### config.mk
export PLATFORM = sky130hd
export DESIGN_NAME = page_perm_check
export DESIGN_NICKNAME = d
export VERILOG_FILES = /design/src/rtl/page_perm_pkg.sv /design/src/rtl/ppc_in_stage.sv /design/src/rtl/ppc_entry_merge.sv /design/src/rtl/ppc_rule_eval.sv /design/src/rtl/ppc_err_encode.sv /design/src/rtl/page_perm_check.sv
export SDC_FILE = /design/constraint.sdc
export NUM_CORES = 1
export LEC_CHECK = 0
export BUFFER_PORTS_ARGS = -buffer_cell sky130_fd_sc_hd__buf_2
export CAP_MARGIN = 0
export CORE_ASPECT_RATIO = 0.75
export CORE_MARGIN = 3
export CORE_UTILIZATION = 36
export DETAILED_ROUTE_END_ITERATION = 12
export GPL_ROUTABILITY_DRIVEN = 0
export PLACE_DENSITY = 0.84
export SYNTH_ARGS = -nofsm -noshare
export SYNTH_HDL_FRONTEND = slang
export SYNTH_SLANG_ARGS = --single-unit
### constraint.sdc
create_clock -name clk -period 3.3 [get_ports clk]
set_input_delay 0.495 -clock clk [delete_from_list [all_inputs] [get_ports clk]]
set_output_delay 0.495 -clock clk [all_outputs]
set_load 0.01 [all_outputs]
### src/rtl/page_perm_pkg.sv
// Shared encodings for the page access permission checker.
// Assumes: two-bit codes for access kind, privilege context and page kind.
package page_perm_pkg;

    typedef enum logic [1:0] {
        ACC_READ  = 2'd0,
        ACC_WRITE = 2'd1,
        ACC_FETCH = 2'd2,
        ACC_NONE  = 2'd3
    } acc_kind_e;

    typedef enum logic [1:0] {
        PRV_USER    = 2'd0,
        PRV_SUP     = 2'd1,
        PRV_SUP_OVR = 2'd2,
        PRV_NONE    = 2'd3
    } priv_e;

    typedef enum logic [1:0] {
        PGK_SMALL = 2'd0,
        PGK_MID   = 2'd1,
        PGK_BIG   = 2'd2,
        PGK_NONE  = 2'd3
    } page_kind_e;

    typedef struct packed {
        logic wr_protect;
        logic fetch_guard;
        logic data_guard;
        logic nx_en;
        logic wide_en;
        logic large_en;
    } ctl_t;

    typedef struct packed {
        logic user;
        logic writable;
        logic no_exec;
    } perm_t;

    typedef struct packed {
        logic accessed;
        logic dirty;
    } leaf_t;

    localparam int ERR_PRESENT = 0;
    localparam int ERR_WRITE   = 1;
    localparam int ERR_USER    = 2;
    localparam int ERR_FETCH   = 4;
    localparam int ERR_MIN_W   = 5;

endpackage

### src/rtl/ppc_in_stage.sv
// Input register of the checker: captures one request per valid cycle.
// Assumes: the request fields are stable while in_valid is high.
module ppc_in_stage
    import page_perm_pkg::*;
#(
    parameter int ENTRY_W = 64
) (
    input  logic               clk,
    input  logic               rst_n,
    input  logic               in_valid,
    input  acc_kind_e          acc_i,
    input  priv_e              priv_i,
    input  page_kind_e         kind_i,
    input  logic [ENTRY_W-1:0] dir_i,
    input  logic [ENTRY_W-1:0] tbl_i,
    input  ctl_t               ctl_i,
    output logic               st_valid,
    output acc_kind_e          st_acc,
    output priv_e              st_priv,
    output page_kind_e         st_kind,
    output logic [ENTRY_W-1:0] st_dir,
    output logic [ENTRY_W-1:0] st_tbl,
    output ctl_t               st_ctl
);

    // Track whether the register holds a request.
    always_ff @(posedge clk) begin
        if (!rst_n) st_valid <= 1'b0;
        else        st_valid <= in_valid;
    end

    // Load the request bundle on a valid cycle only.
    always_ff @(posedge clk) begin
        if (!rst_n) begin
            st_acc  <= ACC_READ;
            st_priv <= PRV_USER;
            st_kind <= PGK_SMALL;
            st_dir  <= '0;
            st_tbl  <= '0;
            st_ctl  <= '0;
        end else if (in_valid) begin
            st_acc  <= acc_i;
            st_priv <= priv_i;
            st_kind <= kind_i;
            st_dir  <= dir_i;
            st_tbl  <= tbl_i;
            st_ctl  <= ctl_i;
        end
    end

endmodule

### src/rtl/ppc_entry_merge.sv
// Combines directory and table entries into effective permissions and
// picks the leaf entry whose flags may be written back.
// Assumes: bit positions are the same in both entry levels.
module ppc_entry_merge
    import page_perm_pkg::*;
#(
    parameter int ENTRY_W   = 64,
    parameter int RW_POS    = 1,
    parameter int US_POS    = 2,
    parameter int ACC_POS   = 5,
    parameter int DIRTY_POS = 6,
    parameter int PS_POS    = 7,
    parameter int NX_POS    = ENTRY_W - 1,
    parameter bit HAS_NX    = 1'b1
) (
    input  page_kind_e         kind_i,
    input  logic [ENTRY_W-1:0] dir_i,
    input  logic [ENTRY_W-1:0] tbl_i,
    input  ctl_t               ctl_i,
    output perm_t              eff_o,
    output leaf_t              leaf_o,
    output logic               large_o
);

    localparam int N_LANES = 2;
    localparam int LANE_POS [N_LANES] = '{US_POS, RW_POS};

    logic               is_large;
    logic [N_LANES-1:0] lane;
    logic               nx_raw;
    logic               unused_merge;

    // Decide whether the directory entry maps the page by itself.
    always_comb begin
        is_large = 1'b0;
        if (kind_i == PGK_MID)
            is_large = dir_i[PS_POS];
        else if (kind_i == PGK_BIG)
            is_large = dir_i[PS_POS] & ctl_i.large_en;
    end

    // One lane per permission bit: directory alone or AND of both levels.
    for (genvar g = 0; g < N_LANES; g++) begin : g_lane
        assign lane[g] = is_large ? dir_i[LANE_POS[g]]
                                  : (dir_i[LANE_POS[g]] & tbl_i[LANE_POS[g]]);
    end

    // No-execute source exists only when the entry format carries it.
    if (HAS_NX) begin : g_nx
        assign nx_raw = is_large ? dir_i[NX_POS] : (dir_i[NX_POS] | tbl_i[NX_POS]);
    end else begin : g_no_nx
        assign nx_raw = 1'b0;
    end

    // Assemble effective permissions and leaf flags.
    always_comb begin
        eff_o.user      = lane[0];
        eff_o.writable  = lane[1];
        eff_o.no_exec   = nx_raw & ctl_i.nx_en;
        leaf_o.accessed = is_large ? dir_i[ACC_POS]   : tbl_i[ACC_POS];
        leaf_o.dirty    = is_large ? dir_i[DIRTY_POS] : tbl_i[DIRTY_POS];
        large_o         = is_large;
    end

    assign unused_merge = ^{dir_i, tbl_i, ctl_i};

endmodule

### src/rtl/ppc_rule_eval.sv
// Applies the access rules of each privilege context to the effective
// permissions and raises the protection-fault flag.
// Assumes: effective no-execute is already masked by its enable.
module ppc_rule_eval
    import page_perm_pkg::*;
(
    input  acc_kind_e acc_i,
    input  priv_e     priv_i,
    input  perm_t     eff_i,
    input  ctl_t      ctl_i,
    output logic      fault_o
);

    logic is_fetch;
    logic is_write;
    logic nx_hit;
    logic user_hit;
    logic data_hit;
    logic sup_hit;
    logic ctx_hit;
    logic unused_rule;

    // Classify the access.
    always_comb begin
        is_fetch = (acc_i == ACC_FETCH);
        is_write = (acc_i == ACC_WRITE);
    end

    // Evaluate each rule independently.
    always_comb begin
        nx_hit   = is_fetch & eff_i.no_exec;
        user_hit = ~eff_i.user | (is_write & ~eff_i.writable);
        data_hit = ~is_fetch & ctl_i.data_guard & eff_i.user;
        sup_hit  = (is_fetch & ctl_i.fetch_guard & eff_i.user)
                 | (ctl_i.wr_protect & is_write & ~eff_i.writable);
    end

    // Select the rules that belong to the privilege context.
    always_comb begin
        unique case (priv_i)
            PRV_USER:    ctx_hit = user_hit;
            PRV_SUP:     ctx_hit = data_hit | sup_hit;
            PRV_SUP_OVR: ctx_hit = sup_hit;
            default:     ctx_hit = 1'b0;
        endcase
        fault_o = nx_hit | ctx_hit;
    end

    assign unused_rule = ^ctl_i;

endmodule

### src/rtl/ppc_err_encode.sv
// Builds the page-fault error code and the leaf write-back request.
// Assumes: ERR_W is at least the package minimum width.
module ppc_err_encode
    import page_perm_pkg::*;
#(
    parameter int ERR_W = ERR_MIN_W
) (
    input  acc_kind_e        acc_i,
    input  priv_e            priv_i,
    input  ctl_t             ctl_i,
    input  logic             fault_i,
    input  leaf_t            leaf_i,
    output logic [ERR_W-1:0] err_o,
    output logic             upd_o,
    output logic             dirty_o
);

    logic is_fetch;
    logic is_write;
    logic fetch_rep;
    logic unused_enc;

    // Decide when a fetch is reported in the error code.
    always_comb begin
        is_fetch  = (acc_i == ACC_FETCH);
        is_write  = (acc_i == ACC_WRITE);
        fetch_rep = is_fetch & ((ctl_i.nx_en & ctl_i.wide_en) | ctl_i.fetch_guard);
    end

    // Pack the error code bits.
    always_comb begin
        err_o              = '0;
        err_o[ERR_PRESENT] = fault_i;
        err_o[ERR_WRITE]   = is_write;
        err_o[ERR_USER]    = (priv_i == PRV_USER);
        err_o[ERR_FETCH]   = fetch_rep;
    end

    // Request flag write-back only for an allowed access.
    always_comb begin
        upd_o   = ~fault_i & (~leaf_i.accessed | (is_write & ~leaf_i.dirty));
        dirty_o = ~fault_i & is_write;
    end

    assign unused_enc = ^ctl_i;

endmodule

### src/rtl/page_perm_check.sv
// Top of the page access permission checker: input register, combinational
// decision, output register; results appear two clocks after a request.
// Assumes: the walk has already found both entries present.
module page_perm_check
    import page_perm_pkg::*;
#(
    parameter int ENTRY_W   = 64,
    parameter int ERR_W     = 5,
    parameter int RW_POS    = 1,
    parameter int US_POS    = 2,
    parameter int ACC_POS   = 5,
    parameter int DIRTY_POS = 6,
    parameter int PS_POS    = 7,
    parameter int NX_POS    = ENTRY_W - 1,
    parameter bit HAS_NX    = 1'b1
) (
    input  logic               clk,
    input  logic               rst_n,
    input  logic               in_valid,
    input  logic [1:0]         acc_kind,
    input  logic [1:0]         priv_idx,
    input  logic [1:0]         page_kind,
    input  logic [ENTRY_W-1:0] dir_entry,
    input  logic [ENTRY_W-1:0] tbl_entry,
    input  logic               ctl_wr_protect,
    input  logic               ctl_fetch_guard,
    input  logic               ctl_data_guard,
    input  logic               ctl_nx_en,
    input  logic               ctl_wide_en,
    input  logic               ctl_large_en,
    output logic               out_valid,
    output logic               prot_fault,
    output logic [ERR_W-1:0]   err_code,
    output logic               leaf_upd,
    output logic               leaf_dirty
);

    ctl_t               ctl_in;
    logic               st_valid;
    acc_kind_e          st_acc;
    priv_e              st_priv;
    page_kind_e         st_kind;
    logic [ENTRY_W-1:0] st_dir;
    logic [ENTRY_W-1:0] st_tbl;
    ctl_t               st_ctl;
    perm_t              eff_perm;
    leaf_t              leaf_flags;
    logic               is_large;
    logic               fault_c;
    logic [ERR_W-1:0]   err_c;
    logic               upd_c;
    logic               dirty_c;
    logic               unused_top;

    // Gather the control pins into one bundle.
    always_comb begin
        ctl_in.wr_protect  = ctl_wr_protect;
        ctl_in.fetch_guard = ctl_fetch_guard;
        ctl_in.data_guard  = ctl_data_guard;
        ctl_in.nx_en       = ctl_nx_en;
        ctl_in.wide_en     = ctl_wide_en;
        ctl_in.large_en    = ctl_large_en;
    end

    ppc_in_stage #(.ENTRY_W(ENTRY_W)) u_in (
        .clk      (clk),
        .rst_n    (rst_n),
        .in_valid (in_valid),
        .acc_i    (acc_kind_e'(acc_kind)),
        .priv_i   (priv_e'(priv_idx)),
        .kind_i   (page_kind_e'(page_kind)),
        .dir_i    (dir_entry),
        .tbl_i    (tbl_entry),
        .ctl_i    (ctl_in),
        .st_valid (st_valid),
        .st_acc   (st_acc),
        .st_priv  (st_priv),
        .st_kind  (st_kind),
        .st_dir   (st_dir),
        .st_tbl   (st_tbl),
        .st_ctl   (st_ctl)
    );

    ppc_entry_merge #(
        .ENTRY_W   (ENTRY_W),
        .RW_POS    (RW_POS),
        .US_POS    (US_POS),
        .ACC_POS   (ACC_POS),
        .DIRTY_POS (DIRTY_POS),
        .PS_POS    (PS_POS),
        .NX_POS    (NX_POS),
        .HAS_NX    (HAS_NX)
    ) u_merge (
        .kind_i  (st_kind),
        .dir_i   (st_dir),
        .tbl_i   (st_tbl),
        .ctl_i   (st_ctl),
        .eff_o   (eff_perm),
        .leaf_o  (leaf_flags),
        .large_o (is_large)
    );

    ppc_rule_eval u_rule (
        .acc_i   (st_acc),
        .priv_i  (st_priv),
        .eff_i   (eff_perm),
        .ctl_i   (st_ctl),
        .fault_o (fault_c)
    );

    ppc_err_encode #(.ERR_W(ERR_W)) u_enc (
        .acc_i   (st_acc),
        .priv_i  (st_priv),
        .ctl_i   (st_ctl),
        .fault_i (fault_c),
        .leaf_i  (leaf_flags),
        .err_o   (err_c),
        .upd_o   (upd_c),
        .dirty_o (dirty_c)
    );

    // Output register: valid follows the input stage, results load on valid.
    always_ff @(posedge clk) begin
        if (!rst_n) begin
            out_valid  <= 1'b0;
            prot_fault <= 1'b0;
            err_code   <= '0;
            leaf_upd   <= 1'b0;
            leaf_dirty <= 1'b0;
        end else begin
            out_valid <= st_valid;
            if (st_valid) begin
                prot_fault <= fault_c;
                err_code   <= err_c;
                leaf_upd   <= upd_c;
                leaf_dirty <= dirty_c;
            end
        end
    end

    assign unused_top = is_large;

endmodule

# ---- After elaboration in Yosys (flattened, before gate mapping)
# Cells that the tools add are included.
dict set report totals {
  ff_bits 149
  in_bits 143
  out_inout_bits 9
  elab_cells 62
}
dict set report classes {
  eq_ne 6
  muxes 8
  bitwise_logic 30
  n_reduce_logical 1
}
# cell count
set ops {}
lappend ops {{$and A1 B1 Y1} 17}
lappend ops {{$mux W1} 7}
lappend ops {{$or A1 B1 Y1} 7}
lappend ops {{$eq A2 B1 Y1 const B} 3}
lappend ops {{$eq A2 B2 Y1 const B} 3}
lappend ops {{$not A1 Y1} 6}
lappend ops {{$pmux W1 S3} 1}
lappend ops {{$logic_not A2 Y1} 1}

# ---- Logic depth before layout (Yosys ltp)
# Gate-level depths: netlist (run 1).
dict set report depth {
  ltp_word 12
  ltp_mapped 5
  depth_no_buf 5
}

# ---- Modules after synthesis
# Synthesis (run 1) repeated with hierarchy kept, for this count alone.
dict set report hier_totals {
  hier_cells 513
  area_unflattened_um2 5947.0
}
# mod n_inst cells_per_inst area_each_um2
set modules_own_cells {}
lappend modules_own_cells {ppc_in_stage 1 453 5358.9}
lappend modules_own_cells {page_perm_check 1 27 329.1}
lappend modules_own_cells {ppc_err_encode 1 12 90.1}
lappend modules_own_cells {ppc_rule_eval 1 11 88.8}
lappend modules_own_cells {ppc_entry_merge 1 10 80.1}

# ---- Least setup slack after synthesis (run 1)
# OpenSTA, ideal clock, no wires.
dict set report synth_timing {
  kind {reg-to-reg}
  start {register u_in.st_kind[0]}
  end {register err_code[0]}
  setup_time_ns 0.119
  arrival_ns 1.209
  t_required_ns 3.181
  path_slack_ns 1.972
  stages_incl_launch_ff 6
  n_path_buf 0
  synth_period_minus_slack_ns 1.328
  path_cell_list {dfxtp_1 -> and3b_1 -> o21a_1 -> o221ai_2 -> nand4_1 -> o221a_1}
}
dict set report synth_via {
  elab_chain_cells 10
}
# item line
set synth_rtl {}
lappend synth_rtl {{start, declared} ppc_in_stage.sv:20} ;# output page_kind_e st_kind,
lappend synth_rtl {{start signal, assigned} ppc_in_stage.sv:44} ;# st_kind <= kind_i;
lappend synth_rtl {{$eq A2 B2 Y1} ppc_entry_merge.sv:38} ;# else if (kind_i == PGK_BIG)
lappend synth_rtl {{$mux W1} ppc_entry_merge.sv:38}
lappend synth_rtl {{$mux W1 *} ppc_entry_merge.sv:36} ;# if (kind_i == PGK_MID)
lappend synth_rtl {{$mux W1} ppc_entry_merge.sv:44} ;# assign lane[g] = is_large ? dir_i[LANE_POS[g]]
lappend synth_rtl {{$not A1 Y1} {ppc_rule_eval.sv:32, ppc_rule_eval.sv:35}}
lappend synth_rtl {{$and A1 B1 Y1} ppc_rule_eval.sv:35} ;# | (ctl_i.wr_protect & is_write & ~eff_i.writable);
lappend synth_rtl {{$or A1 B1 Y1} ppc_rule_eval.sv:35}
lappend synth_rtl {{$or A1 B1 Y1} ppc_rule_eval.sv:42} ;# PRV_SUP: ctx_hit = data_hit | sup_hit;
lappend synth_rtl {{$pmux W1 S3} ppc_rule_eval.sv:40} ;# unique case (priv_i)
lappend synth_rtl {{$or A1 B1 Y1 *} ppc_rule_eval.sv:46} ;# fault_o = nx_hit | ctx_hit;
lappend synth_rtl {{end signal, assigned} page_perm_check.sv:134} ;# err_code <= err_c;
lappend synth_rtl {{end, declared} page_perm_check.sv:33} ;# output logic [ERR_W-1:0] err_code,
# Every way passes the cells marked *; elsewhere a longest branch is shown, timed or not.
# A chain may end at the register's enable or synchronous reset.

# ---- Worst setup path after layout (run 1)
# Same ends and word-level chain as after synthesis.

==> reports/metrics.cfg, run 1 <==
[outcome]
status=finished, final reports clean

[yosys]
synthCells=136
synth-seq-area-share_pct=45.9
syn-cell-area_um2=1350
synth_fp_nets=279
ys_types=29
synth_seq_cells=31
avgSynthCellArea_um2=9.95
ys_warn_count=0

[clocking]
clk_latency_ns=0.28
cts_setup_buffers=0
clk_path_buf_depth=2
cts_tree=built
postCtsHoldBufs=0
cts.repair.resized=0
htree_levels=2
cts-buffers-inserted=5
cts-root-buf=clkbuf_8
cts_num_sinks=31
path_clk_slew_ns=0.06

[placement]
hpwl_um=1940
dp_cells=210
post-place-ws_ns=1.80
port_buffers=33

[routing]
routed_wl_um=2660
wl_per_cell_um=12.2
route.antenna.remaining_nets=0
vias_per_cell=4.55
vias=992
drtPass1Iterations=3
drt_iter0_markers=107
drcViolationCount=0

[setup_path]
cp_top_family=compound AO/OA/AOI/OAI gates
end_kind=register
path_buf_inv=0
critPathLaunchType=register
path_cells=nor2b_1 -> o21ai_0 -> o211ai_1 -> nand4_1 -> o221a_1
crit_required_ns=3.47
worstPathArrival_ns=1.68
crit_slowest_cell=dfxtp_1
timing_worst_setup_path_type=reg2reg
worst_path_largest_cell_delay_ns=0.34
cp_max_fo=3

[sta]
finalHoldViolCount=0
slew_viol_final=0
timing.fmax_mhz=665
timing.final.crit_share_pct=45.6
slew_headroom_pct=53.7
finClkSkew_ns=0.00450
postLayoutSetupSlackWorst_ns=1.80
tightest_slew_ns=0.695
setup-tns-final_ns=0
rsz0062_at_grt=no
timing.final.crit_period_ns=1.50
setup_viol=0

[floorplan]
io_pins=152
start_util_pct=39.3
dieArea_um2=4540
die_w_um=76.8
fp-row-count=18
die_h_um=59.1
core_um2=3450

[power_and_ir_drop]
p_total_w=0.000817
vdd_ir_drop_max_v=0.000263
p_clk_share_pct=39.4
netSwitchingFraction_pct=22.9
power_density_nw_per_um2=500
leakagePower_nw=0.717
p_sw_w=0.000187
seqPwrFrac_pct=50.6
p_comb_share_pct=10.1
p_int_w=0.000630

[run]
drv_cap=0

[global_routing]
grt-ovfl-total=0
grt_max_degree=34
grt_pass1_vias=978
grt_pass1_wl_um=4450
antenna_found_initial=0
grtUsageTotal_pct=12.8

[finish]
fin_nets=310
finalCoreUtilization_pct=47.4
area_growth_syn_to_layout_pct=20.8
antennaDiodeCount=0
instances_no_fill=218
drive_above_1_share_pct=25.0

[hold_path]
hold_path.class=in2reg

## stage by stage
stage | hold WS, ns | area [um^2]
floorplan | 0.475 | 1350
global placement | 0.468 | 1530
detailed placement | 0.482 | 1530
CTS | 0.472 | 1630
global route | 0.485 | 1630
finish | 0.476 | 1630
## Yosys cell counts
| cell type | n | area, um^2 |
|---|---|---|
| nor3_1 | 2 | 10.0 |
| o21a_1 | 2 | 15.0 |
| clkbuf_1 | 3 | 11.3 |
| o211ai_1 | 1 | 7.51 |
| and3_1 | 1 | 6.26 |
| nand2b_1 | 1 | 6.26 |
| a31oi_1 | 1 | 6.26 |
| xor2_1 | 1 | 8.76 |
| o22ai_1 | 1 | 6.26 |
| and3b_1 | 1 | 8.76 |
| nor2_1 | 2 | 7.51 |
| a221oi_1 | 1 | 8.76 |
| o221ai_2 | 1 | 15.0 |
| o21ai_0 | 8 | 40.0 |
| nand2_1 | 4 | 15.0 |
| and2_1 | 3 | 18.8 |
| nand4_1 | 1 | 6.26 |
| inv_1 | 3 | 11.3 |
| dfxtp_1 | 31 | 621 |
| mux2i_1 | 26 | 260 |
| buf_2 | 4 | 20.0 |
| a21oi_1 | 2 | 10.0 |
| conb_1 | 1 | 3.75 |
| nand3b_1 | 2 | 15.0 |
| nand3_1 | 2 | 10.0 |
| nor2b_2 | 1 | 8.76 |
| buf_4 | 2 | 15.0 |
| nor2b_1 | 27 | 169 |
| o221a_1 | 1 | 11.3 |
## registers in the layout (all words and copies together) (netlist names)
name and count:
err_code 4, leaf_dirty 1, leaf_upd 1, out_valid 1, u_in.st_acc 2, u_in.st_ctl 6, u_in.st_dir 6, u_in.st_kind 2
u_in.st_priv 2, u_in.st_tbl 5, u_in.st_valid 1
## tightest hold or removal path: cells and delay by family
kind,cells,cell delay [ns]
buf+inv,1,0.08
simple gates,1,0.09
mux,1,0.05
## routing by layer
metal  vias up  GRT usage (%)  wire, um
li1        521              -         -
met1       438           16.3      1370
met2        26           19.0      1070
met3         7           5.32       178
met4         0           6.20        45
met5         -              0         0
## final timing paths
check                                startpoint             end  slack (ns)  depth (start not counted)
worst max register to register  u_in.st_kind[0]     err_code[0]        1.80                          5
worst max-delay path            u_in.st_kind[0]     err_code[0]        1.80                          5
worst min-delay path               tbl_entry[6]  u_in.st_tbl[6]        0.48                          3
worst min register to register         leaf_upd        leaf_upd        0.49                          2
## area by class of cell
class                   count  area [um^2]
repair buffers             33          165
well taps                  50         62.6
multi-input cells          93          674
inverters                   3         11.3
clock buffers               8          100
flip-flops and latches     31          621
fillers                   342         1810
## cells by family (layout without fill, tap and decap cells)
| family | Yosys count | in the layout | share of synthesized area (%) |
|---|---|---|---|
| buffers and inverters | 12 | 44 | 4.25 |
| flip-flops | 31 | 31 | 45.9 |
| XOR/XNOR | 1 | 1 | 0.648 |
| AO/OA/AOI/OAI | 18 | 18 | 8.88 |
| other | 1 | 1 | 0.277 |
| multiplexers | 26 | 26 | 19.2 |
| AND/OR/NAND/NOR | 47 | 47 | 20.8 |
## power by group through the flow
| stage | Combinational, W | Sequential (W) | Clock [W] |
|---|---|---|---|
| after floorplan | 0.0000592 | 0.000416 | 0 |
| after global placement | 0.0000813 | 0.000420 | 0 |
| after detailed placement | 0.0000828 | 0.000421 | 0 |
| after CTS | 0.0000834 | 0.000413 | 0.000330 |
| after global routing | 0.0000929 | 0.000416 | 0.000347 |
| final | 0.0000822 | 0.000413 | 0.000321 |
## layout by cell type, fill, tap and decap left out
cell / instances
a21oi_1: 2
a221oi_1: 1
a31oi_1: 1
and2_1: 3
and3_1: 1
and3b_1: 1
buf_2: 33
clkbuf_1: 1
clkbuf_8: 7
conb_1: 1
dfxtp_1: 31
inv_1: 3
mux2i_1: 26
nand2_1: 4
nand2b_1: 1
nand3_1: 2
nand3b_1: 2
nand4_1: 1
nor2_1: 2
nor2b_1: 27
nor2b_2: 1
nor3_1: 2
o211ai_1: 1
o21a_1: 2
o21ai_0: 8
o221a_1: 1
o221ai_2: 1
o22ai_1: 1
xor2_1: 1
No activity file was read; power rests on OpenSTA's default activity.
==> run 2, diff against run 1 <==
CORE_UTILIZATION = 34   (was 36)
PLACE_DENSITY = 0.8   (was 0.84)
clock period = 1.4 ns   (was 3.3 ns; I/O delays follow)
==> reports/metrics.cfg, run 2 (synthesis gave the netlist of run 1 again) <==
[power_and_ir_drop]
leakagePower_nw=0.740  ; +3.2%
power_density_nw_per_um2=1090  ; +120%
vdd_ir_drop_max_v=0.000592  ; +130%
p_total_w=0.00183  ; +120%

[setup_path]
end_kind=register
critPathLaunchType=register
crit_required_ns=1.57  ; -1.90 ns
timing_worst_setup_path_type=reg2reg
cp_max_fo=3  ; unchanged
worstPathArrival_ns=1.60  ; -0.08 ns

[clocking]
cts_num_sinks=31  ; unchanged
clk_latency_ns=0.28  ; about the same
path_clk_slew_ns=0.06  ; about the same
cts_setup_buffers=0  ; unchanged
htree_levels=2  ; unchanged
cts-root-buf=clkbuf_8
cts-buffers-inserted=5  ; unchanged
clk_path_buf_depth=2  ; unchanged
cts_tree=built

[global_routing]
grt_max_degree=34  ; unchanged
grt_pass1_wl_um=4500  ; +1.1%
grtUsageTotal_pct=12.8  ; -0.035 points
grt_pass1_vias=966  ; -1.2%
antenna_found_initial=0  ; unchanged
grt-ovfl-total=0  ; unchanged

[finish]
multi_input_area_um2=683  ; +1.3%
area_growth_syn_to_layout_pct=24.1
instances_no_fill=225  ; +3.2%
drive_above_1_share_pct=28.9  ; +3.9 points
antennaDiodeCount=0  ; unchanged
fillers=390  ; +14%
ff_latch_area_um2=623  ; +0.40%
final_cell_mix=33 x buf_2, 29 x dfxtp_1, 26 x mux2i_1, 26 x nor2b_1, 6 x o21ai_0
fin_nets=315  ; +1.6%
final_common_cell=buf_2
largestRegisters=u_in.st_ctl (6), u_in.st_dir (6), u_in.st_tbl (5)

[floorplan]
start_util_pct=36.2  ; -3.0 points
die_h_um=60.6  ; +2.6%
dieArea_um2=4780  ; +5.3%
core_um2=3730  ; +8.3%
fp-row-count=19  ; +1
die_w_um=78.8  ; +2.7%
io_pins=152  ; unchanged

[sta]
postLayoutSetupSlackWorst_ns=-0.0343  ; -1.83 ns
setup_viol=1  ; +1
rsz0062_at_grt=yes
finClkSkew_ns=0.00575  ; +0.00125 ns
slew_viol_final=0  ; unchanged
timing.final.crit_share_pct=102  ; +57 points
timing.fmax_mhz=697  ; +4.9%
hold_ws_ns=0.184  ; -0.292 ns
finalHoldViolCount=0  ; unchanged
timing.final.crit_period_ns=1.43  ; -0.0704 ns

[routing]
drcViolationCount=0  ; unchanged
routed_wl_um=2730  ; +2.6%
drtPass1Iterations=4  ; +1
wl_per_cell_um=12.1  ; -0.64%
vias_per_cell=4.53  ; -0.38%
drt_iter0_markers=55  ; -49%
route.antenna.remaining_nets=0  ; unchanged
vias=1020  ; +2.8%

[placement]
post-place-ws_ns=-0.0465  ; -1.84 ns
hpwl_um=1980  ; +2.5%
port_buffers=33  ; unchanged
dp_cells=217  ; +3.3%

[run]
drv_cap=0  ; unchanged

[outcome]
status=complete, but fails checks
violations=negative setup slack

[hold_path]
hold_path.class=in2reg

-- run 2: changes by cell type in the layout (fill, tap and decap cells not counted), moves of 2 or more --
cell / delta
clkbuf_8: -2
dfxtp_2: +2
o21ai_1: +2
o21ai_0: -2
dfxtp_1: -2
buf_4: +4
-- run 2: per-layer routing --
layer	global-route usage, %	wire [um]	share of wire, %	vias up
met5	0	0	0	-
met4	7.35	57	2.1	0
met3	4.45	160	5.9	7
met2	17.3	1130	42	27
met1	17.8	1380	50	448
li1	-	-	-	538
-- run 2: area by class of cell --
| type | instances | share of cell area, % |
|---|---|---|
| Multi-Input combinational cell | 93 | 40.7 |
| Timing Repair Buffer | 38 | 12.8 |
| Tap cell | 52 | 3.87 |
| Clock buffer | 7 | 4.55 |
| Sequential cell | 31 | 37.1 |
| Inverter | 3 | 0.671 |
| Clock inverter | 1 | 0.298 |
-- run 2: what timing repair did --
| item | in CTS | in global routing |
|---|---|---|
| pin swaps | 5 | 1 |
| endpoints found under the setup margin | 1 | 3 |
| hold buffers | 0 | 0 |
| gates resized for setup | 5 | 2 |
| gates cloned | 0 | 0 |
-- run 2: worst paths after layout --
check / from / slack (ns) / cells after the start / endpoint
setup / recovery: u_in.st_kind[0] / -0.03 / 5 / err_code[0]
hold / removal: priv_idx[0] / 0.18 / 3 / u_in.st_priv[0]
setup reg to reg: u_in.st_kind[0] / -0.03 / 5 / err_code[0]
hold reg to reg: leaf_upd / 0.47 / 2 / leaf_upd
-- run 2: through the flow --
| stage | util, % | instance area (um^2) | setup TNS, ns |
|---|---|---|---|
| 3_5_place_dp | 42.5 | 1590 | -0.0465 |
| 2_1_floorplan | - | 1350 | 0 |
| 4_1_cts | 45.0 | 1680 | -0.0221 |
| 5_1_grt | 45.0 | 1680 | -0.243 |
| 3_3_place_gp | 42.5 | 1590 | -0.0205 |
| 6_report | 45.0 | 1680 | -0.0343 |
-- run 2: power by group --
group | switching [W] | internal, W | total [W]
Clock | 0.000300 | 0.000348 | 0.000648
Sequential | 0.0000415 | 0.000932 | 0.000974
Combinational | 0.0000941 | 0.000119 | 0.000213
-- run 2: worst max-delay path, cell delays in order (launching register included) --
cell	delay, ns
dfxtp_2	0.33
and3b_2	0.22
o21a_1	0.19
o221ai_2	0.16
nand4_1	0.17
o221a_1	0.25
